File: src/rtl/mcam_pkg.sv
// Package: shared definitions for the masked content-addressable memory.
// Assumes: nothing beyond standard SystemVerilog.
package mcam_pkg;

    // Width of an index into a set of `count` elements (at least 1 bit).
    function automatic int idx_width(input int count);
        return (count > 1) ? $clog2(count) : 1;
    endfunction

endpackage

File: src/rtl/mcam_first_one.sv
// Module: mcam_first_one
// Finds the lowest-index set bit of a vector and reports whether any bit is set.
// Assumes: IW is wide enough to hold W-1.
module mcam_first_one #(
    parameter int W  = 8,
    parameter int IW = 3
) (
    input  logic [W-1:0]  vec,
    output logic          found,
    output logic [IW-1:0] idx
);

    // Scan from the top down so that the lowest set bit is the last one written.
    always_comb begin
        idx = '0;
        for (int i = W - 1; i >= 0; i--) begin
            if (vec[i]) idx = IW'(i);
        end
    end

    // Any bit set.
    assign found = |vec;

endmodule

File: src/rtl/mcam_store.sv
// Module: mcam_store
// Holds M words with occupancy bits, compares all of them against a masked argument
// in parallel, and gives one read port by index.
// Assumes: wr_idx points at a free word whenever wr_en is 1; clear outranks wr_en.
module mcam_store #(
    parameter int N  = 8,
    parameter int M  = 8,
    parameter int IW = 3
) (
    input  logic          clk,
    input  logic          rst_n,
    input  logic          clear,
    input  logic          wr_en,
    input  logic [IW-1:0] wr_idx,
    input  logic [N-1:0]  wr_data,
    input  logic [N-1:0]  arg,
    input  logic [N-1:0]  key,
    output logic [M-1:0]  hit_vec,
    output logic [M-1:0]  active,
    input  logic [IW-1:0] rd_idx,
    output logic [N-1:0]  rd_word
);

    logic [N-1:0] words [M];

    // Word storage and occupancy: reset and clear free every slot; a write fills one.
    always_ff @(posedge clk) begin
        if (!rst_n) begin
            active <= '0;
            for (int i = 0; i < M; i++) words[i] <= '0;
        end else if (clear) begin
            active <= '0;
        end else if (wr_en) begin
            words[wr_idx]  <= wr_data;
            active[wr_idx] <= 1'b1;
        end
    end

    // One masked comparator per word; a free word never hits.
    for (genvar g = 0; g < M; g++) begin : g_cmp
        assign hit_vec[g] = active[g] & ~|((words[g] ^ arg) & key);
    end

    // Read port for the read-out stage.
    assign rd_word = words[rd_idx];

endmodule

File: src/rtl/mask_cam.sv
// Module: mask_cam (top)
// Masked content-addressable memory: parallel masked search into a registered match
// vector, lowest-index-first read-out of the matches, insert into the first free word,
// and a store-wide clear.
// Assumes: synchronous active-low reset; clear has priority over search and insert.
module mask_cam
    import mcam_pkg::*;
#(
    parameter int N = 8,
    parameter int M = 8,
    localparam int IW = idx_width(M)
) (
    input  logic          clk,
    input  logic          rst_n,
    input  logic          clear,
    input  logic          ins_valid,
    input  logic [N-1:0]  ins_data,
    input  logic          srch_valid,
    input  logic [N-1:0]  srch_arg,
    input  logic [N-1:0]  srch_key,
    output logic [M-1:0]  match_vec,
    output logic          rd_valid,
    output logic [IW-1:0] rd_index,
    output logic [N-1:0]  rd_data,
    output logic          rd_done,
    output logic          full
);

    logic [M-1:0]  hit_vec;
    logic [M-1:0]  active;
    logic          free_found;
    logic [IW-1:0] free_idx;
    logic          lo_found;
    logic [IW-1:0] lo_idx;
    logic          wr_en;
    logic [M-1:0]  match_q;
    logic          busy_q;

    // Lowest free slot for inserts.
    mcam_first_one #(.W(M), .IW(IW)) u_free (
        .vec   (~active),
        .found (free_found),
        .idx   (free_idx)
    );

    // Lowest pending match for read-out.
    mcam_first_one #(.W(M), .IW(IW)) u_lo (
        .vec   (match_q),
        .found (lo_found),
        .idx   (lo_idx)
    );

    // An insert proceeds only when a free slot exists and no clear is pending.
    assign wr_en = ins_valid & free_found & ~clear;

    mcam_store #(.N(N), .M(M), .IW(IW)) u_store (
        .clk     (clk),
        .rst_n   (rst_n),
        .clear   (clear),
        .wr_en   (wr_en),
        .wr_idx  (free_idx),
        .wr_data (ins_data),
        .arg     (srch_arg),
        .key     (srch_key),
        .hit_vec (hit_vec),
        .active  (active),
        .rd_idx  (lo_idx),
        .rd_word (rd_data)
    );

    // Match register and read-out sequencing: load on search, retire lowest bit per beat.
    always_ff @(posedge clk) begin
        if (!rst_n || clear) begin
            match_q <= '0;
            busy_q  <= 1'b0;
        end else if (srch_valid) begin
            match_q <= hit_vec;
            busy_q  <= 1'b1;
        end else if (busy_q) begin
            if (lo_found) match_q <= match_q & (match_q - M'(1));
            else          busy_q  <= 1'b0;
        end
    end

    assign match_vec = match_q;
    assign rd_valid  = busy_q & lo_found;
    assign rd_index  = lo_idx;
    assign rd_done   = busy_q & ~lo_found;
    assign full      = ~free_found;

endmodule

File: config.mk
export PLATFORM = sky130hd
export DESIGN_NAME = mask_cam
export DESIGN_NICKNAME = d
export VERILOG_FILES = /design/src/rtl/mcam_pkg.sv /design/src/rtl/mcam_first_one.sv /design/src/rtl/mcam_store.sv /design/src/rtl/mask_cam.sv
export SDC_FILE = /design/constraint.sdc
export NUM_CORES = 1
export LEC_CHECK = 0
export BUFFER_PORTS_ARGS = -buffer_cell sky130_fd_sc_hd__buf_2
export CELL_PAD_IN_SITES_DETAIL_PLACEMENT = 1
export CELL_PAD_IN_SITES_GLOBAL_PLACEMENT = 1
export CORE_MARGIN = 2
export CORE_UTILIZATION = 44
export CTS_BUF_LIST = sky130_fd_sc_hd__clkbuf_4
export DETAILED_ROUTE_END_ITERATION = 10
export PLACE_DENSITY = 0.79
export SLEW_MARGIN = 20
export SYNTH_ARGS = -nofsm -noshare
export SYNTH_HDL_FRONTEND = slang
export SYNTH_SLANG_ARGS = --single-unit
File: constraint.sdc
create_clock -name clk -period 2 [get_ports clk]
set_input_delay 0.1 -clock clk [delete_from_list [all_inputs] [get_ports clk]]
set_output_delay 0.1 -clock clk [all_outputs]
set_load 0.005 [all_outputs]
Word-level counts from Yosys, hierarchy flattened --
Memory sizes are Yosys's and may differ from the RTL's. Index checks and enable logic that the tools add are counted.
Word-level totals: memories kept 1, output and inout bits 22, RAM bits 64, bits in registers 17, word-level logic and storage cells 100, input bits 29
Cells by class: muxes and demuxes 32, add/sub/neg operators 1, $lt $le $gt $ge 2, bitwise operators 35, reduce and logical (&&, ||, !) cells 26
Memory list:
- u_store.words | words 8, bits a word 8, read ports 9, clocked after Yosys merged registers in 0, wr ports 8, line mcam_store.sv:24 | logic [N-1:0] words [M];
Operators by type and width (number):
- 8-bit OR reduction | 11
- 8-bit AND | 9
- 8-bit bitwise XOR | 8
- 3-bit 2-to-1 mux | 17
- 8-bit 2-to-1 mux | 4
- 1-bit AND | 12
- 1-bit 2-to-1 mux | 10
- 1-bit zero test | 9
- 8-bit NOT | 1
- 8-bit OR | 1
- 8-bit by 1-bit subtractor with 8-bit output, second input constant | 1
- 3-bit by 4-bit < comparator with 1-bit output, second input constant | 1
- 1-bit NOT | 4
- 2-bit nonzero test | 2
- 1-bit demux with 3-bit select | 1
- 3-bit by 1-bit >= comparator with 1-bit output, second input constant | 1
- 2-bit AND reduction | 1
- 2-bit OR reduction | 1
- 1-bit logical AND | 1
- 1-bit logical OR | 1

Logic depth before layout (Yosys ltp) --
Gate-level depths: netlist of run 1.
depth in word-level cells 14, gate-level depth with buffers 6, gate-level depth less buffers 5

By module --
From an unflattened synthesis of run 1, not the netlist that was laid out.
Unflattened totals: cell total of the unflattened synthesis 400, area total of the unflattened synthesis 4813.4 µm²
By module, submodules not included:
- mcam_store | seq. area each 2082.0 µm², times used 1, cells each 317, area each 4210.3 µm²
- mask_cam | seq. area each 180.2 µm², times used 1, cells each 57, area each 440.4 µm²
- mcam_first_one | seq. area each 0.0 µm², times used 2, cells each 13, area each 81.3 µm²

Worst setup path after synthesis of run 1 --
Ideal clock, no wire load.
kind reg2reg, start point register u_store.active[5], end point memory u_store.words[4][0] (enable), path buffers 0, cell stages (with the launch flop) 6, path slack -0.084 ns, setup time 0.384 ns, data arrival time 1.700 ns, required time 1.616 ns, period minus slack after synthesis 2.084 ns, cell sequence dfxtp_1 -> inv_1 -> o21ai_0 -> a21o_1 -> a21boi_0 -> o21ai_0
RTL lines:
- start: declaration | line mcam_store.sv:19 | output logic [M-1:0] active,
- start signal: assignment | line mcam_store.sv:29 | active <= '0;
- start signal: assignment | line mcam_store.sv:32 | active <= '0;
- start signal: indexed assignment | line mcam_store.sv:35 | active[wr_idx] <= 1'b1;
- end: declaration | line mcam_store.sv:24

Worst setup path after layout of run 1 --
start point register match_q[0], in the netlist match_vec[0], end point output port rd_data[1]
Between the ends: longest elaborated chain between the ends 2
RTL lines:
- start: declaration | line mask_cam.sv:36 | logic [M-1:0] match_q;
- start signal: assignment | line mask_cam.sv:77 | match_q <= hit_vec;
- start signal: assignment | line mask_cam.sv:80 | if (lo_found) match_q <= match_q & (match_q - M'(1));
- 3-bit 2-to-1 mux | line mcam_first_one.sv:17 | if (vec[i]) idx = IW'(i);
- memory 8 x 8 bit
- end: declaration | line mask_cam.sv:24 | output logic [N-1:0] rd_data,
Every way passes these cells.

==> results of run 1 <==
[cell families after synthesis]
logic type | after synthesis | synth area share
compound gates | 95 | 0.150
xor+xnor | 64 | 0.116
buf+inv | 35 | 0.0325
simple gates | 187 | 0.235
flops | 81 | 0.467
[worst register-to-register path, stage by stage, from the launching register on]
cell and delay, ps:
dfxtp_4 410, nor4_2 460, buf_4 190, a21boi_0 130, o21a_1 210, dlygate4sd3_1 550
[worst max path at each step]
stage | startpoint | depth (start not counted) | endpoint | slack [ps]
final | match_vec[0] | 8 | rd_data[1] | -300
after CTS | match_vec[2] | 8 | rd_data[3] | -220
after floorplan | u_store.active[5] | 5 | u_store.words[4][0] | -80
after global routing | match_vec[4] | 8 | rd_data[2] | -390
after detailed placement | u_store.active[6] | 5 | u_store.words[5][6] | 40
after global placement | match_vec[0] | 6 | rd_data[1] | 50
[layer usage]
metal | vias up | share of wire | GRT usage
li1 | 1870 | - | -
met1 | 2179 | 0.40 | 0.377
met2 | 246 | 0.47 | 0.471
met3 | 70 | 0.080 | 0.0472
met4 | 0 | 0.047 | 0.131
met5 | - | 0 | 0
[power groups by stage]
| stage | Combinational, mW | Clock, mW | Sequential, mW |
|---|---|---|---|
| global placement | 0.383 | 0 | 1.95 |
| CTS | 0.404 | 1.30 | 1.91 |
| finish | 0.432 | 1.30 | 1.92 |
| floorplan | 0.240 | 0 | 1.93 |
| detailed placement | 0.393 | 0 | 1.96 |
| global route | 0.458 | 1.36 | 1.92 |
[area by class of cell]
class	instances	share of cell area
multi-input combinational	346	0.425
sequential	81	0.372
clock buffer	9	0.0110
inverter	5	0.00306
tap	140	0.0285
clock inverter	7	0.0206
timing repair buffer	106	0.140
[flip-flops by register name, summed over array words and instances (netlist names)]
| name | flops |
|---|---|
| u_store.words | 64 |
| match_vec | 8 |
| busy_q | 1 |
| u_store.active | 8 |
[synth_stat cells (2+ instances only)]
| cell type | n | share of area |
|---|---|---|
| or2b_1 | 2 | 0.0031 |
| nor4_1 | 11 | 0.014 |
| nand2_2 | 2 | 0.0026 |
| dfxtp_1 | 17 | 0.070 |
| nor2_1 | 15 | 0.012 |
| edfxtp_1 | 64 | 0.40 |
| o21a_1 | 3 | 0.0046 |
| a222oi_1 | 8 | 0.017 |
| nor2b_1 | 2 | 0.0026 |
| xor2_1 | 64 | 0.12 |
| buf_2 | 9 | 0.0093 |
| o21ai_2 | 2 | 0.0036 |
| o21ai_0 | 15 | 0.015 |
| a211oi_1 | 32 | 0.050 |
| buf_4 | 2 | 0.0031 |
| a22oi_1 | 16 | 0.025 |
| o211ai_1 | 3 | 0.0046 |
| nor3_2 | 3 | 0.0062 |
| nand2b_1 | 2 | 0.0026 |
| and3_1 | 32 | 0.041 |
| buf_1 | 6 | 0.0046 |
| nand3_1 | 22 | 0.023 |
| clkbuf_1 | 12 | 0.0093 |
| nand2_1 | 18 | 0.014 |
| a21boi_0 | 3 | 0.0046 |
| nor3_1 | 2 | 0.0021 |
| a21oi_1 | 5 | 0.0052 |
| and2_1 | 65 | 0.084 |
| inv_1 | 4 | 0.0031 |
[timing repair]
action / 4_1_cts / 5_1_grt
buffers inserted: 5 / 2
hold buffers: 4 / 0
pin swaps: 7 / 11
resized for setup: 39 / 31
gates cloned: 2 / 5
setup endpoints to repair: 11 / 34
endpoints found under the hold margin: 4 / 0
==> flow_summary.yaml, run 1 <==
global_routing:
  grt_pass1_wl_um: 24900
  grt_pass1_vias: 4312
  grt_use_total: 0.289
  grt_max_degree: 17
  grt_antenna_before_repair: 0
  overflow: 0
sta:
  final-max-slew-violation-count: 0
  rsz0062_at_grt: "yes"
  maxSlewHeadroom: 0.526
  finalWorstSetupSlack_ps: -304
  worst_pin_slew_ps: 710
  tns_ps: -2190
  holdWs_ps: 16.8
  setup_viol: 9
  timing.fmax_ghz: 0.434
  fin_skew_ps: 19.8
  min_period_over_period: 1.15
  hold_violations: 0
  finalCriticalPeriod_ps: 2300
final_layout:
  final_cell_mix: "65 x and2_1, 64 x xor2_1, 64 x edfxtp_1"
  area_delta_synth_final_pct: 26.8
  regArea_um2: 2290
  antenna_cells: 0
  design_area_um2: 6140
  layout_commonest_cell: "and2_1"
  fin_nets: 578
  drive_gt1_frac: 0.314
  fin_util: 0.569
  multiInputGateArea_um2: 2610
  num-fill-cells: 1127
  fin_cells: 694
setup_path:
  r2r_end: "busy_q"
  slowest_stage: "dfxtp_4"
  ff2ff_path_depth: 5
  critPathRequiredTime_ps: 1900
  r2r-start: "match_vec[4]"
  path_delay_family: "simple AND/OR/NAND/NOR gates"
  cp_max_fo: 8
  crit_chain: "buf_6, o21bai_4, buf_12, and3_1, a211oi_2, nor4_1, buf_4, buf_2"
  path_buf_inv: 4
  crit_path_end_kind: "output port"
  worst_ep_arrival_time_ps: 2200
  cpPeakStageDelay_ps: 440
  crit_path_start_kind: "register"
  reg2reg_slack_ps: -40
  path_class: "reg -> out"
place:
  port_buffers: 50
  placed_area_um2: 5430
  dpl.cell_count: 660
  place_congestion: 1.00
  detailed_place_hpwl_um: 11900
  pre_cts_slack_ps: 40.5
clock_network:
  root_buffer: "clkbuf_4"
  cts_buffers: 9
  htreeDepth: 3
  cts_buffer_depth: 2
  cts_tree: "built"
  clkLatencyLatePin_ps: 470
  clk_pin_slew_ps: 160
  clock-sinks: 81
status:
  violations: "negative setup slack"
  status: "finished, violations left"
die:
  core_region_area_um2: 10800
  die_w_um: 109
  io-pin-count: 51
  die-area_um2: 11900
  rows: 38
  initial_core_util: 0.449
  die_y_um: 109
synthesis:
  yosys_warnings: 0
  synth_cells: 462
  ys_seq_area_frac: 0.467
  synth-main-ff-cell: "edfxtp_1"
  synth-edff-count: 64
  syn_area_per_cell_um2: 10.5
  async_reset_ff_frac: 0
  syn_nets: 491
  ys_ff_latch: 81
  netlist_area_um2: 4840
  synth.distinct_cells: 50
pwr:
  p_seq_frac: 0.526
  vdd_drop_max_uv: 308
  total_power_mw: 3.65
  switching_share: 0.268
  clkPwrFrac: 0.356
  combPwrFrac: 0.118
  p_sw_mw: 0.978
  power_density_nw_per_um2: 595
  p_int_mw: 2.68
  leakagePower_nw: 2.51
hold_path:
  hp-class: "in -> reg"
  holdPathEnd: "u_store.words[7][3]"
  min_from: "ins_data[3]"
  hold_depth: 2
drt:
  wl_per_cell_um: 26.1
  postRouteAntennaNets: 0
  drt_pass1_iterations: 5
  vias: 4365
  drt_iter0_drc: 452
  drc: 0
  vias_per_cell: 6.29
  wirelength_um: 18100
run:
  max_cap_viol_count: 0
No activity file was read; power rests on OpenSTA's default activity.
==> run 2, diff against run 1 <==
==> constraint.sdc (replaced) <==
create_clock -name clk -period 2 [get_ports clk]
set_input_delay 0.2 -clock clk [delete_from_list [all_inputs] [get_ports clk]]
set_output_delay 0.2 -clock clk [all_outputs]
set_load 0.005 [all_outputs]
==> run 2 against run 1 <==
- the flow still finishes with violations (negative setup slack)
- total power fell by 8.1%
- die area unchanged
- sequential share of layout area shrank 0.26 points
- combinational power increased by 3%
- clock-buffer cell count rose by 1
- clock power is 24% lower
- global-route usage rose by 1.7 points
- register-to-register slack improved by 130 ps
- fmax shrank 5.5%
- via count is 2.7% higher
- critical path depth is 1 higher
- largest cell class unchanged
==> flow_summary.yaml, run 2 (synthesis gave the netlist of run 1 again) <==
status:
  status: "finished, violations left"
  violations: "negative setup slack"
sta:
  maxSlewHeadroom: 0.581
  worst_pin_slew_ps: 626
  final-max-slew-violation-count: 0
  tns_ps: -2980
  min_period_over_period: 1.22
  finalWorstSetupSlack_ps: -437
  hold_violations: 0
  timing.fmax_ghz: 0.410
  rsz0062_at_grt: "yes"
  fin_skew_ps: 24.6
  finalCriticalPeriod_ps: 2440
  setup_viol: 9
global_routing:
  overflow: 0
  grt_pass1_vias: 4356
  grt_pass1_wl_um: 26100
  grt_max_degree: 27
  grt_use_total: 0.306
  grt_antenna_before_repair: 0
place:
  place_congestion: 0.943
  port_buffers: 50
  dpl.cell_count: 664
  detailed_place_hpwl_um: 11900
hold_path:
  holdPathEnd: "u_store.active[0]"
  min_from: "ins_valid"
  hold_depth: 3
  hp-class: "in -> reg"
final_layout:
  antenna_cells: 0
  num-fill-cells: 1159
  multiInputGateArea_um2: 2680
  area_delta_synth_final_pct: 27.5
  fin_cells: 695
  final_cell_mix: "65 x and2_1, 64 x xor2_1, 64 x edfxtp_1"
  fin_nets: 579
  drive_gt1_frac: 0.337
  largest_reg_flops: 64
  top_register: "u_store.words"
  layout_commonest_cell: "and2_1"
  regArea_um2: 2280
  fin_util: 0.572
drt:
  drc: 0
  wirelength_um: 19100
  drt_pass1_iterations: 8
  drt_iter0_drc: 543
  postRouteAntennaNets: 0
  vias: 4481
  wl_per_cell_um: 27.5
  vias_per_cell: 6.45
die:
  initial_core_util: 0.449
  die_w_um: 109
  die-area_um2: 11900
  core_region_area_um2: 10800
  io-pin-count: 51
  die_y_um: 109
  rows: 38
setup_path:
  r2r-start: "u_store.active[4]"
  critPathRequiredTime_ps: 1800
  worst_ep_arrival_time_ps: 2240
  path_class: "reg -> out"
  crit_path_start_kind: "register"
  ff2ff_path_depth: 4
  crit_path_end_kind: "output port"
  r2r_end: "u_store.words[7][7]"
  cp_max_fo: 13
  reg2reg_slack_ps: 90
clock_network:
  cts_buffers: 9
  clock-sinks: 81
  cts_tree: "built"
  cts_buffer_depth: 2
  clk_pin_slew_ps: 140
  htreeDepth: 3
  clkLatencyLatePin_ps: 490
  root_buffer: "clkbuf_4"
run:
  max_cap_viol_count: 0
pwr:
  vdd_drop_max_uv: 261
  power_density_nw_per_um2: 543
  leakagePower_nw: 2.49
## run 2: cell count changes in the layout (fill, tap and decap cells not counted), moves of 3 or more
| cell | delta |
|---|---|
| and3_1 | -7 |
| and3_4 | +7 |
| buf_12 | +5 |
| a211oi_4 | +4 |
| a21boi_1 | +3 |
| buf_6 | +3 |
| bufinv_16 | -3 |
| dlygate4sd3_1 | -3 |
| nor4_1 | -3 |
## run 2: final cells by class
type / count / area share
tap: 140 / 0.0284
multi-input combinational: 346 / 0.434
inverter: 5 / 0.00304
clock inverter: 6 / 0.00810
timing repair buffer: 107 / 0.144
sequential: 81 / 0.370
clock buffer: 10 / 0.0122
## run 2: worst max-delay path by stage
stage | slack, ps | startpoint | cells after the start | end
finish | -440 | match_vec[3] | 9 | rd_data[0]
floorplan | -80 | u_store.active[5] | 5 | u_store.words[4][0]
global route | -490 | match_vec[2] | 9 | rd_data[0]
CTS | -370 | match_vec[3] | 9 | rd_data[4]
detailed placement | -10 | u_store.active[5] | 6 | u_store.words[4][6]
global placement | 40 | match_vec[2] | 8 | rd_data[1]
## run 2: worst max-delay path: stages (launching register included)
cell and delay, ps:
dfxtp_4 370, nor2b_4 130, o21bai_4 130, buf_12 150
buf_12 110, nand2_8 70, buf_12 170, a211oi_1 400
nor4_2 100, buf_2 140
## run 2: routing by layer
layer	GRT usage	share of wire	vias up
li1	-	-	1865
met1	0.406	0.39	2234
met2	0.485	0.47	293
met3	0.0580	0.085	89
met4	0.140	0.061	0
met5	0	0	-
## run 2: what timing repair did
item                                    in CTS  in global routing
gates resized for setup                     38                 39
hold buffers                                 1                  0
endpoints found under the setup margin      36                 11
hold endpoints to repair                     1                  0
setup buffers                                5                  5
pin swaps                                    8                 14
gates cloned                                 3                  3
## run 2: power by group
group	internal [mW]	switching (mW)
clock	0.284	0.700
combinational	0.169	0.276
sequential	1.86	0.0657
total	2.31	1.04
## run 2: per-stage QoR
step | cell area (um2) | hold slack (ps) | power, mW | worst slack (ps)
2_1_floorplan | 4840 | 316 | 2.17 | -84.4
3_3_place_gp | 5500 | 435 | 2.34 | 44.0
3_5_place_dp | 5500 | 442 | 2.35 | -12.6
4_1_cts | 5900 | 32.1 | 3.29 | -374
5_1_grt | 6180 | 27.9 | 3.44 | -487
6_report | 6180 | 34.5 | 3.36 | -437
